$ cat src/rtl/lcdc_pkg.sv
package lcdc_pkg;

    localparam int unsigned DATA_W = 32;
    localparam int unsigned DIM_W  = 11;

    // word offsets
    localparam int unsigned OFF_UPBASE = 4;
    localparam int unsigned OFF_LPBASE = 5;
    localparam int unsigned OFF_LOWSEL = 6;
    localparam int unsigned OFF_HIGSEL = 7;
    localparam int unsigned OFF_RAW    = 8;
    localparam int unsigned OFF_MASKED = 9;
    localparam int unsigned OFF_CLEAR  = 10;
    localparam int unsigned OFF_UPCUR  = 11;
    localparam int unsigned OFF_LPCUR  = 12;

    // control bit positions
    localparam int unsigned CB_EN     = 0;
    localparam int unsigned CB_BGR    = 8;
    localparam int unsigned CB_BEBYTE = 9;
    localparam int unsigned CB_BEPIX  = 10;
    localparam int unsigned CB_PWR    = 11;

    // raw status event positions
    localparam int unsigned EV_NEXTBASE = 2;
    localparam int unsigned EV_VCOMP    = 3;

    typedef struct packed {
        logic [2:0] depth;
        logic       bgr;
        logic       be_byte;
        logic       be_pix;
        logic       enabled;
    } lcd_mode_t;

    function automatic lcd_mode_t decode_mode(input logic [DATA_W-1:0] c);
        lcd_mode_t m;
        m.depth   = c[3:1];
        m.bgr     = c[CB_BGR];
        m.be_byte = c[CB_BEBYTE];
        m.be_pix  = c[CB_BEPIX];
        m.enabled = c[CB_EN] & c[CB_PWR];
        return m;
    endfunction

    function automatic logic [7:0] id_byte(input logic alt, input logic [2:0] idx);
        logic [7:0] b;
        unique case (idx)
            3'd0: b = alt ? 8'h52 : 8'h51;
            3'd1: b = 8'h13;
            3'd2: b = alt ? 8'h26 : 8'h06;
            3'd3: b = 8'h00;
            3'd4: b = 8'h0D;
            3'd5: b = 8'hF0;
            3'd6: b = 8'h05;
            default: b = 8'hB1;
        endcase
        return b;
    endfunction

endpackage

$ cat src/rtl/lcdc_frame_timer.sv
module lcdc_frame_timer #(
    parameter int unsigned FRAME_CYCLES = 1666667
) (
    input  logic clk,
    input  logic rst_n,
    input  logic ctl_wr_i,
    input  logic en_wr_i,
    input  logic en_now_i,
    output logic tick_o
);
    localparam int unsigned CNT_W = (FRAME_CYCLES > 1) ? $clog2(FRAME_CYCLES) : 1;
    localparam logic [CNT_W-1:0] LAST = CNT_W'(FRAME_CYCLES - 1);

    typedef enum logic {T_IDLE, T_RUN} tstate_t;

    tstate_t          state_q, state_d;
    logic [CNT_W-1:0] cnt_q, cnt_d;

    always_comb begin
        state_d = state_q;
        cnt_d   = cnt_q;
        unique case (state_q)
            T_IDLE: begin
                if (ctl_wr_i && en_wr_i) begin
                    state_d = T_RUN;
                    cnt_d   = '0;
                end
            end
            T_RUN: begin
                if (ctl_wr_i) begin
                    state_d = en_wr_i ? T_RUN : T_IDLE;
                    cnt_d   = '0;
                end else if (cnt_q == LAST) begin
                    cnt_d = '0;
                end else begin
                    cnt_d = cnt_q + 1'b1;
                end
            end
            default: begin
                state_d = T_IDLE;
                cnt_d   = '0;
            end
        endcase
    end

    always_ff @(posedge clk or negedge rst_n) begin
        if (!rst_n) begin
            state_q <= T_IDLE;
            cnt_q   <= '0;
        end else begin
            state_q <= state_d;
            cnt_q   <= cnt_d;
        end
    end

    always_comb begin
        tick_o = (state_q == T_RUN) && (cnt_q == LAST) && !ctl_wr_i;
    end

    // an event is only raised while the stored control word is enabled
    assert_tick_needs_enable_R6: assert property (@(posedge clk) disable iff (!rst_n)
        tick_o |-> en_now_i);

    // a disabling control write silences the timer from the next cycle
    assert_disable_stops_R7: assert property (@(posedge clk) disable iff (!rst_n)
        (ctl_wr_i && !en_wr_i) |=> !tick_o);

endmodule

$ cat src/rtl/lcdc_irq_unit.sv
module lcdc_irq_unit
    import lcdc_pkg::*;
(
    input  logic              clk,
    input  logic              rst_n,
    input  logic              mask_wr_i,
    input  logic              clr_wr_i,
    input  logic [DATA_W-1:0] wdata_i,
    input  logic              tick_i,
    output logic [DATA_W-1:0] mask_o,
    output logic [DATA_W-1:0] raw_o,
    output logic [DATA_W-1:0] masked_o,
    output logic              irq_o
);
    logic [DATA_W-1:0] mask_q;
    logic [1:0]        ev_q;
    logic [1:0]        ev_clr;
    logic              irq_q;

    always_comb begin
        ev_clr = clr_wr_i ? {wdata_i[EV_VCOMP], wdata_i[EV_NEXTBASE]} : 2'b00;
        raw_o  = '0;
        raw_o[EV_NEXTBASE] = ev_q[0];
        raw_o[EV_VCOMP]    = ev_q[1];
        mask_o   = mask_q;
        masked_o = raw_o & mask_q;
        irq_o    = irq_q;
    end

    always_ff @(posedge clk or negedge rst_n) begin
        if (!rst_n) begin
            mask_q <= '0;
            ev_q   <= 2'b00;
            irq_q  <= 1'b0;
        end else begin
            if (mask_wr_i) begin
                mask_q <= wdata_i;
            end
            ev_q  <= (ev_q & ~ev_clr) | {tick_i, tick_i};
            irq_q <= |masked_o;
        end
    end

    // a timer event sets both status bits
    assert_tick_sets_events_R6: assert property (@(posedge clk) disable iff (!rst_n)
        tick_i |=> (raw_o[EV_VCOMP] && raw_o[EV_NEXTBASE]));

    // a clear of the compare event without a concurrent event removes it
    assert_clear_removes_R9: assert property (@(posedge clk) disable iff (!rst_n)
        (clr_wr_i && !tick_i && wdata_i[EV_VCOMP]) |=> !raw_o[EV_VCOMP]);

endmodule

$ cat src/rtl/lcdc_regbank.sv
module lcdc_regbank
    import lcdc_pkg::*;
#(
    parameter int unsigned ADDR_W       = 10,
    parameter int unsigned FRAME_CYCLES = 1666667
) (
    input  logic              clk,
    input  logic              rst_n,
    input  logic              alt_map_i,
    input  logic [ADDR_W-1:0] addr_i,
    input  logic              wr_en_i,
    input  logic [31:0]       wdata_i,
    input  logic              rd_en_i,
    output logic [31:0]       rdata_o,
    output logic              rd_err_o,
    output logic              irq_o,
    output logic [10:0]       cols_o,
    output logic [10:0]       rows_o,
    output logic              enabled_o,
    output logic [2:0]        depth_o,
    output logic              bgr_o,
    output logic              be_byte_o,
    output logic              be_pix_o
);
    localparam int unsigned   N_TIMING = 4;
    localparam logic [ADDR_W-1:0] ID_BASE = ADDR_W'((1 << ADDR_W) - 8);
    localparam logic [ADDR_W-1:0] A_CTRL_STD = ADDR_W'(OFF_HIGSEL);
    localparam logic [ADDR_W-1:0] A_CTRL_ALT = ADDR_W'(OFF_LOWSEL);

    logic [DATA_W-1:0] tim_q [N_TIMING];
    logic [DATA_W-1:0] up_q, lp_q, ctrl_q;
    logic [DATA_W-1:0] mask_w, raw_w, masked_w;
    logic [ADDR_W-1:0] a_ctrl, a_mask;
    logic              ctl_wr, mask_wr, clr_wr, tick;
    logic [DATA_W-1:0] rd_val;
    logic              rd_miss;
    lcd_mode_t         mode;

    // address map selection by strap
    always_comb begin
        a_ctrl  = alt_map_i ? A_CTRL_ALT : A_CTRL_STD;
        a_mask  = alt_map_i ? A_CTRL_STD : A_CTRL_ALT;
        ctl_wr  = wr_en_i && (addr_i == a_ctrl);
        mask_wr = wr_en_i && (addr_i == a_mask);
        clr_wr  = wr_en_i && (addr_i == ADDR_W'(OFF_CLEAR));
    end

    genvar g;
    generate
        for (g = 0; g < N_TIMING; g++) begin : g_timing
            always_ff @(posedge clk or negedge rst_n) begin
                if (!rst_n) begin
                    tim_q[g] <= '0;
                end else if (wr_en_i && (addr_i == ADDR_W'(g))) begin
                    tim_q[g] <= wdata_i;
                end
            end
        end
    endgenerate

    always_ff @(posedge clk or negedge rst_n) begin
        if (!rst_n) begin
            up_q   <= '0;
            lp_q   <= '0;
            ctrl_q <= '0;
        end else begin
            if (wr_en_i && (addr_i == ADDR_W'(OFF_UPBASE))) up_q <= wdata_i;
            if (wr_en_i && (addr_i == ADDR_W'(OFF_LPBASE))) lp_q <= wdata_i;
            if (ctl_wr) ctrl_q <= wdata_i;
        end
    end

    lcdc_frame_timer #(
        .FRAME_CYCLES(FRAME_CYCLES)
    ) u_timer (
        .clk      (clk),
        .rst_n    (rst_n),
        .ctl_wr_i (ctl_wr),
        .en_wr_i  (wdata_i[CB_EN] & wdata_i[CB_PWR]),
        .en_now_i (mode.enabled),
        .tick_o   (tick)
    );

    lcdc_irq_unit u_irq (
        .clk       (clk),
        .rst_n     (rst_n),
        .mask_wr_i (mask_wr),
        .clr_wr_i  (clr_wr),
        .wdata_i   (wdata_i),
        .tick_i    (tick),
        .mask_o    (mask_w),
        .raw_o     (raw_w),
        .masked_o  (masked_w),
        .irq_o     (irq_o)
    );

    // read decode
    always_comb begin
        rd_val  = '0;
        rd_miss = 1'b0;
        if (addr_i >= ID_BASE) begin
            rd_val = {24'b0, id_byte(alt_map_i, addr_i[2:0])};
        end else if (addr_i < ADDR_W'(N_TIMING)) begin
            rd_val = tim_q[addr_i[1:0]];
        end else if (addr_i == a_ctrl) begin
            rd_val = ctrl_q;
        end else if (addr_i == a_mask) begin
            rd_val = mask_w;
        end else if (addr_i == ADDR_W'(OFF_UPBASE) || addr_i == ADDR_W'(OFF_UPCUR)) begin
            rd_val = up_q;
        end else if (addr_i == ADDR_W'(OFF_LPBASE) || addr_i == ADDR_W'(OFF_LPCUR)) begin
            rd_val = lp_q;
        end else if (addr_i == ADDR_W'(OFF_RAW)) begin
            rd_val = raw_w;
        end else if (addr_i == ADDR_W'(OFF_MASKED)) begin
            rd_val = masked_w;
        end else begin
            rd_miss = 1'b1;
        end
    end

    always_ff @(posedge clk or negedge rst_n) begin
        if (!rst_n) begin
            rdata_o  <= '0;
            rd_err_o <= 1'b0;
        end else begin
            rd_err_o <= rd_en_i && rd_miss;
            if (rd_en_i) rdata_o <= rd_val;
        end
    end

    // decoded outputs
    always_comb begin
        mode      = decode_mode(ctrl_q);
        enabled_o = mode.enabled;
        depth_o   = mode.depth;
        bgr_o     = mode.bgr;
        be_byte_o = mode.be_byte;
        be_pix_o  = mode.be_pix;
        cols_o    = ({5'b0, tim_q[0][7:2]} + 11'd1) << 4;
        rows_o    = {1'b0, tim_q[1][9:0]} + 11'd1;
    end

    // an unmapped read returns zero and flags it
    assert_unmapped_zero_R12: assert property (@(posedge clk) disable iff (!rst_n)
        (rd_en_i && rd_miss) |=> (rd_err_o && rdata_o == 32'h0));

    // in the alternate map offset 6 writes the control word
    assert_alt_swap_R3: assert property (@(posedge clk) disable iff (!rst_n)
        (wr_en_i && alt_map_i && addr_i == ADDR_W'(OFF_LOWSEL)) |=> (ctrl_q == $past(wdata_i)));

endmodule

$ cat config.mk
export PLATFORM = sky130hd
export DESIGN_NAME = lcdc_regbank
export DESIGN_NICKNAME = d
export VERILOG_FILES = /design/src/rtl/lcdc_pkg.sv /design/src/rtl/lcdc_frame_timer.sv /design/src/rtl/lcdc_irq_unit.sv /design/src/rtl/lcdc_regbank.sv
export SDC_FILE = /design/constraint.sdc
export NUM_CORES = 1
export LEC_CHECK = 0
export BUFFER_PORTS_ARGS = -buffer_cell sky130_fd_sc_hd__buf_4
export CELL_PAD_IN_SITES_DETAIL_PLACEMENT = 1
export CELL_PAD_IN_SITES_GLOBAL_PLACEMENT = 1
export CORE_MARGIN = 1.5
export CORE_UTILIZATION = 50
export CTS_CLUSTER_SIZE = 8
export DETAILED_ROUTE_END_ITERATION = 6
export GPL_ROUTABILITY_DRIVEN = 0
export PLACE_DENSITY_LB_ADDON = 0.1
export SETUP_SLACK_MARGIN = 0.05
export SKIP_LAST_GASP = 1
export SLEW_MARGIN = 20
export SYNTH_ARGS = -nofsm -noshare
export SYNTH_HDL_FRONTEND = slang
export SYNTH_HIERARCHICAL = 1
export SYNTH_SLANG_ARGS = --single-unit
export TNS_END_PERCENT = 50
$ cat constraint.sdc
create_clock -name clk -period 2 [get_ports clk]
set_input_delay 0.3 -clock clk [delete_from_list [all_inputs] [get_ports clk]]
set_output_delay 0.3 -clock clk [all_outputs]
set_load 0.02 [all_outputs]
# [After elaboration in Yosys (flattened, before gate mapping)]
# Cells that the tools add are included.
[word_totals] elab_cells=100 register_bits=314 in_bits=47 output_inout_bits=63
[classes] n_eq_ne=20 reduce_logical=19 add_sub_neg=3 n_lt_le_gt_ge=3 muxes=33 bitwise_logic=8
[ops] op="32-bit two-way mux" count=10
[ops] op="32-bit binary-select mux with 2-bit select" count=1
[ops] op="21-bit two-way mux" count=3
[ops] op="8-bit case mux with 7 select lines" count=1
[ops] op="10-bit by 4-bit equality test with 1-bit output, second input constant" count=5
[ops] op="21-bit case mux with 2 select lines" count=1
[ops] op="4-bit by 32-bit AND with 32-bit output" count=1
[ops] op="32-bit OR reduction" count=1
[ops] op="21-bit by 1-bit adder with 21-bit output, second input constant" count=1
[ops] op="21-bit equality test, second input constant" count=1
[ops] op="10-bit by 2-bit equality test with 1-bit output, second input constant" count=2
[ops] op="10-bit by 3-bit equality test with 1-bit output" count=2
[ops] op="10-bit by 3-bit equality test with 1-bit output, second input constant" count=2
[ops] op="1-bit logical AND" count=13
[ops] op="1-bit two-way mux" count=13
[ops] op="10-bit by 1-bit adder with 11-bit output, second input constant" count=1
[ops] op="10-bit by 1-bit equality test with 1-bit output, second input constant" count=1
[ops] op="10-bit >= comparator, second input constant" count=1
[ops] op="10-bit logical NOT" count=1
[ops] op="10-bit by 3-bit less-than comparator with 1-bit output, second input constant" count=1
[ops] op="3-bit equality test, second input constant" count=3
[ops] op="6-bit by 1-bit adder with 7-bit output, second input constant" count=1
[ops] op="3-bit by 2-bit equality test with 1-bit output, second input constant" count=2
[ops] op="6-bit two-way mux" count=1
[ops] op="14 further kinds" count=17

# [Longest topological paths before layout]
[logic_depth] word_depth=10 ltp_mapped=9 ltp_nobuf=7

# [Hierarchy]
# The synthesis kept the hierarchy.
[by_module_without_submodules] module="lcdc_regbank" seq_area_each_um2=6431.2 area_per_inst_um2=12749.7 n_inst=1 cells_per_inst=1005
[by_module_without_submodules] module="lcdc_irq_unit" seq_area_each_um2=875.8 area_per_inst_um2=1915.6 n_inst=1 cells_per_inst=139
[by_module_without_submodules] module="lcdc_frame_timer" seq_area_each_um2=550.5 area_per_inst_um2=1337.5 n_inst=1 cells_per_inst=146

# [Least setup slack after synthesis]
# Ideal clock, no wire load.
[synth_timing] path_type="input port to flip-flop" start="input addr_i[7]" end="register u_timer.cnt_q[17]" arrival_time_ps=2234 path_stages=9 path_buffers=2 setup_time_ps=133 slack_ps=-367 required_time_ps=1867 path_cell_list="nor4_4 -> nand3_2 -> nor3_2 -> buf_6 -> nand2b_1 -> clkbuf_1 -> nor4_1 -> a22oi_1 -> nand2_1"
[synth_between] elab_chain_cells=4 word_cells_on_any_way=6 cone_classes="eq/ne: 2; mux: 2; reduce/logical: 2"
[synth_lines] item="start, declared" line="lcdc_regbank.sv:10" source="input logic [ADDR_W-1:0] addr_i,"
[synth_lines] item="10-bit by 3-bit equality test with 1-bit output (*)" line="lcdc_regbank.sv:43" source="ctl_wr = wr_en_i && (addr_i == a_ctrl);"
[synth_lines] item="1-bit logical AND (*)" line="lcdc_regbank.sv:43"
[synth_lines] item="named net ctl_wr" line="lcdc_regbank.sv:34" source="logic ctl_wr, mask_wr, clr_wr, tick;"
[synth_lines] item="21-bit two-way mux / 1-bit logical AND (equally long branches)" line="lcdc_frame_timer.sv:30, lcdc_frame_timer.sv:24"
[synth_lines] item="21-bit case mux with 2 select lines / 2-bit by 1-bit != test with 1-bit output (equally long branches)"
[synth_lines] item="end signal, assigned" line="lcdc_frame_timer.sv:52" source="cnt_q <= cnt_d;"
[synth_lines] item="end, declared" line="lcdc_frame_timer.sv:17" source="logic [CNT_W-1:0] cnt_q, cnt_d;"
# The timed path passes the listed nets; every way through them passes the cells marked *.
# A chain may end at the register's enable or synchronous reset.

# [Final worst setup path]
[layout_timing] start="register tim_q[66] (netlist bit)" end="output rows_o[9]"
[layout_between] elab_chain_cells=1
[layout_lines] item="start, declared" line="lcdc_regbank.sv:30" source="logic [DATA_W-1:0] tim_q [N_TIMING];"
[layout_lines] item="start signal, assigned by index" line="lcdc_regbank.sv:55" source="tim_q[g] <= wdata_i;"
[layout_lines] item="10-bit by 1-bit adder with 11-bit output" line="lcdc_regbank.sv:141" source="rows_o = {1'b0, tim_q[1][9:0]} + 11'd1;"
[layout_lines] item="end, declared" line="lcdc_regbank.sv:18" source="output logic [10:0] rows_o,"
# No other way between the ends.

==> summary.md <==
| Metric | Value |
|---|---|
| Drt total wl | 45200 um |
| Register area | 7865 um2 |
| Clock latency on the worst-skew pair | 0.54 ns |
| Leak Pwr | 9.096 nW |
| Clock sink count | 314 |
| Fin. max-slew vios | 0 |
| Core outline area | 31560 um2 |
| DIE HEIGHT | 181.9 um |
| Drt via density | 5.967 |
| TritonCTS clock tree | yes |
| CTS max path bufs | 3 |
| Num rows | 65 |
| Data arrival time of the worst path | 1.81 ns |
| Largest cells by area after synthesis | dfrtp_1, mux2_2, mux4_2, buf_4, mux2_4 |
| Slowest library cell on the worst path | dfrtp_2 |
| Multi-input gate area | 7403 um2 |
| Failing checks | negative setup slack |
| DRT Pass-1 Iters | 5 |
| Main synth FF type | dfrtp_1 |
| Largest net degree at the start of global routing | 67 |
| CP cell instances | and3_4 -> and4_4 -> nand4_1 -> xnor2_1 -> buf_4 |
| GRT Overall Usage | 27.90% |
| Fraction of registers with async set or reset after synthesis | 100.0% |
| Vias | 11230 |
| Synthesized flop and latch total | 314 |
| Worst setup path endpoint | rows_o[9] |
| Average wire per standard cell | 24.01 um |
| WHS | 0.05461 ns |
| Vias in the first global route | 12410 |
| Slew headroom | 65.84% |
| Die ar. | 33090 um2 |
| Post-synth top area cell | dfrtp_1 |
| Worst-path fanout max | 3 |
| Antenna violations before repair | 0 |
| I/O pins | 110 |
| R2r setup slk | 0.07 ns |
| Status | finished with violations |
| Count of different cell masters after synthesis | 67 |
| Critical R2R Capture | rdata_o[0]$_DFFE_PN0P_ |
| EDFF count, synth | 0 |
| Total power | 14.44 mW |
| Detailed placer's ending HPWL | 29290 um |
| Unrepaired setup endpoints after global routing | yes |
| Ys Warns | 6 |
| Gr ovfl total | 0 |
| Fmax achieved | 474.9 MHz |
| PortBufs | 105 |
| Worst Slack Setup Final | -0.1056 ns |
| Ant. Diodes | 0 |
| Crit end category | primary output |
| Post-Syn Area per Cell | 12.41 um2 |
| Post-route ant nets | 0 |
| Final period util | 105.3% |
| Post-synthesis sequential area ratio | 49.10% |
| Slew @ Worst Pin | 0.5124 ns |
| Synth Cell Area | 16000 um2 |
| Chip Width | 181.9 um |
| Mapped Cells | 1290 |
| Clk_skew | 0.01375 ns |
| Peak per-stage delay on the critical path | 0.37 ns |
| Top-area cell type share of the netlist area | 49.10% |
| Final hold viol count | 0 |
| Clock-pin slew on the worst setup and hold paths | 0.05 ns |
| Clock Tree Root | clkbuf_16 |
| Worst VDD drop | 715.9 uV |
| Data required, critical path | 1.70 ns |
| Kind of critical path | register to primary output |
| Initial DRC count | 711 |
| CTS Buf Count | 45 |
| Power Dens Cells | 756.0 nW/um2 |
| Maxcap violations | 0 |
| Layout Nets | 1528 |
| Setup-failing EPs final | 6 |
| Critical Path Start | tim_q[66]$_DFFE_PN0P_ |
| R2R depth | 8 |
| Final Critical Period | 2.106 ns |
| Fill count | 3195 |
| Setup crit start kind | register |
| Hold Path Class | primary input to register |
| Area growth, synth to finish | 19.35% |
| H-tree depth | 2 |
| DRC | 0 |
| First-pass GRT wire length | 71150 um |
| Layout cells sized above 1 | 41.28% |
| Initial Utilization | 50.71% |
| FF-to-FF Start | tim_q[64]$_DFFE_PN0P_ |
-- layout make-up --
type                    instances  share of cell area (%)
flip-flops and latches        314                   41.18
multi-input cells             855                   38.76
repair buffers                229                   10.53
clock buffers                  48                   6.178
well taps                     402                   2.633
inverters                      32                  0.6289
clock inverters                 2                 0.08516
-- logic make-up (layout without fill, tap and decap cells) --
family | Yosys count | after routing | synth area share [%]
other | 2 | 64 | 0.04693
and+or+nand+nor | 250 | 250 | 8.444
DFF | 314 | 314 | 49.10
AOI/OAI and AO/OA | 195 | 196 | 8.374
muxes | 325 | 325 | 25.59
buffers and inverters | 184 | 311 | 7.256
adders and majority gates | 4 | 4 | 0.3128
xor gates and xnor gates | 16 | 16 | 0.8757
-- synth_stat cells, drive strengths merged (4+ instances only) --
| library cell | number |
|---|---|
| a21oi | 19 |
| o22ai | 4 |
| a222oi | 24 |
| a32oi | 6 |
| nor3 | 16 |
| mux2 | 263 |
| mux4 | 32 |
| xor2 | 5 |
| or2 | 7 |
| a21o | 12 |
| o32ai | 23 |
| nor2 | 18 |
| a31oi | 10 |
| nor4 | 9 |
| o21ai | 75 |
| nand3 | 47 |
| mux2i | 30 |
| xnor2 | 11 |
| ha | 4 |
| and4 | 4 |
| and2 | 5 |
| and3 | 8 |
| inv | 32 |
| nand4 | 14 |
| dfrtp | 314 |
| nand2 | 102 |
| buf | 126 |
| clkbuf | 26 |
-- where the power goes --
group	switching [mW]	total, mW	internal (mW)
logic	0.700	1.13	0.435
registers	0.0696	6.54	6.47
clock network	2.67	6.77	4.10
total	3.44	14.4	11.0
-- registers in the layout (all words and copies together) (netlist names), 2 cells and up, named ones only --
signal	flops
u_irq/ev_q	2
ctrl_q	32
u_irq/mask_o	32
tim_q	128
up_q	32
lp_q	32
u_timer/cnt_q	21
rdata_o	32
-- cells in the final DEF (no fill, tap or decap), types with 6 or more instances in the layout --
cell       instances
and3_1             6
inv_1             32
buf_4            203
nor2_1            17
dfrtp_2            6
a21o_1            12
buf_12            22
mux2i_1           30
a21oi_1           19
nor3_4             6
conb_1            64
o21ai_0           74
mux2_2           224
mux4_2            32
a222oi_1          24
clkbuf_16         47
mux2_1             9
a31oi_1            9
xnor2_1            8
nand3_1           42
dfrtp_1          308
a32oi_1            6
o32ai_1           23
nor3_1             9
mux2_4            30
nand4_1           12
nand2_1          101
-- through the flow --
step                cell area, um2  util (%)  setup slack (ns)  setup TNS (ns)  instances
global placement             17630     55.87           -0.1693          -33.42       1812
global route                 19100     60.53           -0.1736         -0.8091       1882
floorplan                    16270         -           -0.2084          -3.020       1352
CTS                          18950     60.05          -0.08804         -0.2479       1870
finish                       19100     60.53           -0.1056         -0.3770       1882
detailed placement           17630     55.87           -0.2656          -52.18       1812
-- critical path, delay by kind of cell, from the launching register on --
kind,cells,cell delay (ns)
flops,1,0.37
buf+inv,1,0.16
xor+xnor,1,0.18
simple gates,3,0.56
-- timing repair --
action / in CTS / in global routing
buffers inserted: 7 / 12
endpoints found under the setup margin: 17 / 28
gates resized for setup: 11 / 13
endpoints found under the hold margin: 34 / 0
gates cloned: 0 / 1
hold buffers: 1 / 0
pin swaps: 5 / 6
-- how the worst min path moves through the flow --
stage / start / end / slack (ns) / cells past startpoint
detailed placement: rst_n / tim_q[97]$_DFFE_PN0P_ / 0.24 / 1
floorplan: rst_n / ctrl_q[0]$_DFFE_PN0P_ / 0.004 / 0
CTS: wdata_i[22] / u_irq/mask_o[22]$_DFFE_PN0P_ / 0.03 / 2
finish: wdata_i[20] / tim_q[20]$_DFFE_PN0P_ / 0.05 / 2
global placement: rst_n / tim_q[97]$_DFFE_PN0P_ / 0.24 / 1
global route: wdata_i[22] / u_irq/mask_o[22]$_DFFE_PN0P_ / 0.05 / 2
-- layer usage --
metal | up-vias | share of wire (%) | track usage, %
li1 | 4968 | - | -
met1 | 5921 | 44 | 37.38
met2 | 256 | 49 | 47.05
met3 | 84 | 4.4 | 4.432
met4 | 0 | 2.4 | 8.165
met5 | - | 0 | 0
No activity file was read; power rests on OpenSTA's default activity.
